## config.mk

```make
export PLATFORM = sky130hd
export DESIGN_NAME = pipe_hazard_ctl
export DESIGN_NICKNAME = d
export VERILOG_FILES = /design/src/rtl/hz_pkg.sv /design/src/rtl/hz_loaduse.sv /design/src/rtl/hz_byp_sel.sv /design/src/rtl/hz_flush.sv /design/src/rtl/pipe_hazard_ctl.sv
export SDC_FILE = /design/constraint.sdc
export NUM_CORES = 1
export LEC_CHECK = 0
export BUFFER_PORTS_ARGS = -buffer_cell sky130_fd_sc_hd__buf_2
export CAP_MARGIN = 20
export CORE_MARGIN = 1.5
export CORE_UTILIZATION = 38
export DETAILED_ROUTE_END_ITERATION = 10
export PLACE_DENSITY = 0.91
export SETUP_SLACK_MARGIN = 0.2
export SLEW_MARGIN = 20
export SYNTH_ARGS = -nofsm -noshare
export SYNTH_HDL_FRONTEND = slang
export SYNTH_SLANG_ARGS = --single-unit
```

## constraint.sdc

```tcl
create_clock -name vclk -period 2.6
set_input_delay 0.39 -clock vclk [all_inputs]
set_output_delay 0.39 -clock vclk [all_outputs]
set_load 0.01 [all_outputs]
```

## src/rtl/hz_pkg.sv

```systemverilog
package hz_pkg;

    localparam logic [1:0] OP_ALU    = 2'b00;
    localparam logic [1:0] OP_LOAD   = 2'b01;
    localparam logic [1:0] OP_STORE  = 2'b10;
    localparam logic [1:0] OP_BRANCH = 2'b11;

    typedef enum logic [1:0] {
        SRC_RF = 2'b00,
        SRC_XM = 2'b01,
        SRC_MW = 2'b10
    } byp_src_e;

endpackage

```

## src/rtl/hz_loaduse.sv

```systemverilog
module hz_loaduse
    import hz_pkg::*;
#(
    parameter int REG_W = 5
) (
    input  logic [1:0]       fd_op,
    input  logic [REG_W-1:0] fd_rs1,
    input  logic [REG_W-1:0] fd_rs2,
    input  logic [1:0]       dx_op,
    input  logic [REG_W-1:0] dx_rd,
    input  logic             dx_we,
    output logic             hold
);
    logic load_live;
    logic hit_first;
    logic hit_second;

    always_comb begin
        load_live  = (dx_op == OP_LOAD) && dx_we && (dx_rd != '0);
        hit_first  = (dx_rd == fd_rs1);
        hit_second = (dx_rd == fd_rs2) && (fd_op != OP_STORE);
        hold       = load_live && (hit_first || hit_second);
    end
endmodule

```

## src/rtl/hz_byp_sel.sv

```systemverilog
module hz_byp_sel
    import hz_pkg::*;
#(
    parameter int REG_W = 5
) (
    input  logic [REG_W-1:0] src,
    input  logic [REG_W-1:0] xm_rd,
    input  logic             xm_we,
    input  logic             xm_is_load,
    input  logic [REG_W-1:0] mw_rd,
    input  logic             mw_we,
    output byp_src_e         sel
);
    logic xm_hit;
    logic mw_hit;

    always_comb begin
        xm_hit = xm_we && !xm_is_load && (xm_rd != '0) && (xm_rd == src);
        mw_hit = mw_we && (mw_rd != '0) && (mw_rd == src);
        unique case ({xm_hit, mw_hit})
            2'b10, 2'b11: sel = SRC_XM;
            2'b01:        sel = SRC_MW;
            default:      sel = SRC_RF;
        endcase
    end
endmodule

```

## src/rtl/hz_flush.sv

```systemverilog
module hz_flush (
    input  logic fast_mode,
    input  logic taken,
    input  logic hold,
    output logic squash_fd,
    output logic squash_dx
);
    always_comb begin
        unique case (fast_mode)
            1'b1: begin
                squash_fd = taken && !hold;
                squash_dx = 1'b0;
            end
            default: begin
                squash_fd = taken;
                squash_dx = taken;
            end
        endcase
    end
endmodule

```

## src/rtl/pipe_hazard_ctl.sv

```systemverilog
module pipe_hazard_ctl
    import hz_pkg::*;
#(
    parameter int REG_W = 5
) (
    input  logic             fast_branch,
    input  logic             branch_taken,
    input  logic [1:0]       fd_op,
    input  logic [REG_W-1:0] fd_rs1,
    input  logic [REG_W-1:0] fd_rs2,
    input  logic [1:0]       dx_op,
    input  logic [REG_W-1:0] dx_rd,
    input  logic             dx_we,
    input  logic [REG_W-1:0] dx_rs1,
    input  logic [REG_W-1:0] dx_rs2,
    input  logic [1:0]       xm_op,
    input  logic [REG_W-1:0] xm_rd,
    input  logic             xm_we,
    input  logic [REG_W-1:0] xm_rs2,
    input  logic [REG_W-1:0] mw_rd,
    input  logic             mw_we,
    output logic             stall_hold,
    output logic             dx_bubble,
    output logic             flush_fd,
    output logic             flush_dx,
    output logic [1:0]       byp_a,
    output logic [1:0]       byp_b,
    output logic             byp_store_data
);
    localparam int N_OPND = 2;

    logic                   hold_w;
    logic                   xm_is_load;
    logic [REG_W-1:0]       opnd_src [N_OPND];
    byp_src_e               opnd_sel [N_OPND];

    assign xm_is_load  = (xm_op == OP_LOAD);
    assign opnd_src[0] = dx_rs1;
    assign opnd_src[1] = dx_rs2;

    hz_loaduse #(.REG_W(REG_W)) u_lu (
        .fd_op  (fd_op),
        .fd_rs1 (fd_rs1),
        .fd_rs2 (fd_rs2),
        .dx_op  (dx_op),
        .dx_rd  (dx_rd),
        .dx_we  (dx_we),
        .hold   (hold_w)
    );

    for (genvar g = 0; g < N_OPND; g++) begin : g_opnd
        hz_byp_sel #(.REG_W(REG_W)) u_sel (
            .src        (opnd_src[g]),
            .xm_rd      (xm_rd),
            .xm_we      (xm_we),
            .xm_is_load (xm_is_load),
            .mw_rd      (mw_rd),
            .mw_we      (mw_we),
            .sel        (opnd_sel[g])
        );
    end

    hz_flush u_fl (
        .fast_mode (fast_branch),
        .taken     (branch_taken),
        .hold      (hold_w),
        .squash_fd (flush_fd),
        .squash_dx (flush_dx)
    );

    always_comb begin
        stall_hold     = hold_w;
        dx_bubble      = hold_w;
        byp_a          = opnd_sel[0];
        byp_b          = opnd_sel[1];
        byp_store_data = (xm_op == OP_STORE) && mw_we && (mw_rd != '0)
                         && (mw_rd == xm_rs2);
    end
endmodule

```

==> results.toml <==
[global_route]
grt.total_usage_pct = 19.7
grt_pass1_wl_um = 2160
antenna_found_initial = 0
grt_pass1_vias = 548
grt_max_degree = 5
grt-ovfl-total = 0

[die]
ios = 60
coreArea_um2 = 1170
die-area_um2 = 1560
die_w_um = 39.5
start_util_pct = 43.2
placementRows = 12
die_h_um = 39.5

[clocking]
post_cts_buffers = 0
cts_hold_buf = 0
ctsResizeCount = 0

[place]
dp_hpwl_um = 1430
dp.cells = 137
place.gp.congestion = 0.775
port_buffers = 60
dpl_cell_area_um2 = 816
detailedPlace.worstSlack_ns = 0.468

[power]
combPwrFrac_pct = 100.0
p_clk_share_pct = 0
total_power_mw = 0.118
pwr_density_cell_nw_per_um2 = 144
leakage_nw = 0.421
seqPwrFrac_pct = 0
internal_power_mw = 0.0616
p_sw_share_pct = 47.7
p_sw_mw = 0.0562
ir_drop_mv = 0.0687

[layout]
syn2layout_area_growth_pct = 61.4
nNetsFinal = 176
num-clock-buffers = 0
layout.sequential_cells = 0
final_cell_mix = "60 x buf_2, 28 x xor2_1, 7 x xnor2_1"
antennaDiodeCount = 0
register_area_um2 = 0
stdcell_area_um2 = 816
drive_above_1_share_pct = 51.2
post-route-util_pct = 69.7
final_cells = 137
final_common_cell = "buf_2"

[timing]
final_hold_viol_count = 0
post-route-period-util_pct = 82.3
worst_pin_slew_ns = 0.490
max_slew_margin_pct = 67.0
rsz0062_at_grt = "false"
drv_slew = 0
fin_crit_ns = 2.14
setup_viol = 0
hold_ws_ns = 1.03
fmax_mhz = 467
tns_ns = 0
worst_slack_ns = 0.461

[min_path]
hp-class = "primary input to output pin"

[synthesis]
syn_area_um2 = 505
yosysWarningCount = 0
synthDominantCellAreaShare_pct = 48.5
synth_cell_types = 20
ys_top_cells_by_area = "xor2_1 49%, xnor2_1 12%, or4_1 7.4%"
synth_largest_area_cell = "xor2_1"
yosysSeqAreaShare_pct = 0
synth_nets = 115
avgSynthCellArea_um2 = 7.90
synth_cells = 64

[route]
top_layer = "met4"
dr_wl_met2_um = 735
drt-met1-wl_um = 686
antenna_left = 0
viasPerCell = 4.84
firstDrtPassIters = 3
drc = 0
wl_um = 1550
vias = 663
first_iter_violations = 6
wire_per_inst_um = 11.3
wl_met3_um = 114

[outcome]
outcome = "completed"

[critical_path]
critPathMostFrequentCell = "buf_2"
cp-start-kind = "primary input"
max_stage_delay_ns = 0.53
path_class = "primary input to output pin"
crit_chain = "buf_2, or4_1, o221ai_2, nor4_1, nor4_2, buf_2"
slowest_stage = "or4_1"
cp.arrival_ns = 1.75
end_kind = "output pin"
cp.required_ns = 2.21
crit_fanout = 3

[job]
cap_violations = 0
## path summary, 6_finish.rpt
check / from / end / slack (ns) / cells past startpoint
setup / recovery: xm_rd[0] / byp_a[1] / 0.46 / 6
hold / removal: fast_branch / flush_dx / 1.03 / 3
## critical path, delay by kind of cell
kind                   cells  cell delay, ns
AND/OR/NAND/NOR            3            0.90
AO/OA/AOI/OAI              1            0.17
buffers and inverters      2            0.29
## cell families after synthesis
| logic type | count (synthesis) | synth area share, % |
|---|---|---|
| buf+inv | 3 | 2.97 |
| xor+xnor | 35 | 60.6 |
| simple gates | 20 | 26.7 |
| compound gates | 6 | 9.65 |
## cell type report
cell class,instances,area (um^2)
Multi-Input combinational cell,61,490
Fill cell,98,355
Timing Repair Buffer,60,300
Tap cell,14,17.5
Inverter,2,7.51
## cell usage after synthesis
library cell  number
a21oi_1            1
o21ai_1            1
nor2b_1            1
xor2_1            28
xnor2_1            7
o221ai_2           1
inv_1              2
nand3_1            2
buf_4              1
nor2_1             2
or4_1              5
nor3_1             1
a22oi_1            1
o21ai_0            1
nand4_1            1
nor4_2             2
nor4b_1            1
o41a_1             1
nor4_1             4
nand2_1            1
## power by group through the flow
stage                     sequential [mW]  combinational, mW  clock [mW]
after floorplan                         0             0.0526           0
after global placement                  0              0.114           0
after global routing                    0              0.130           0
after CTS                               0              0.118           0
after detailed placement                0              0.118           0
final                                   0              0.118           0
## routing by layer
metal | track usage, % | vias up
met4 | 1.72 | 0
li1 | - | 350
met5 | 0 | -
met2 | 36.9 | 26
met1 | 25.3 | 285
met3 | 0.568 | 2
No activity file was read; power rests on OpenSTA's default activity.
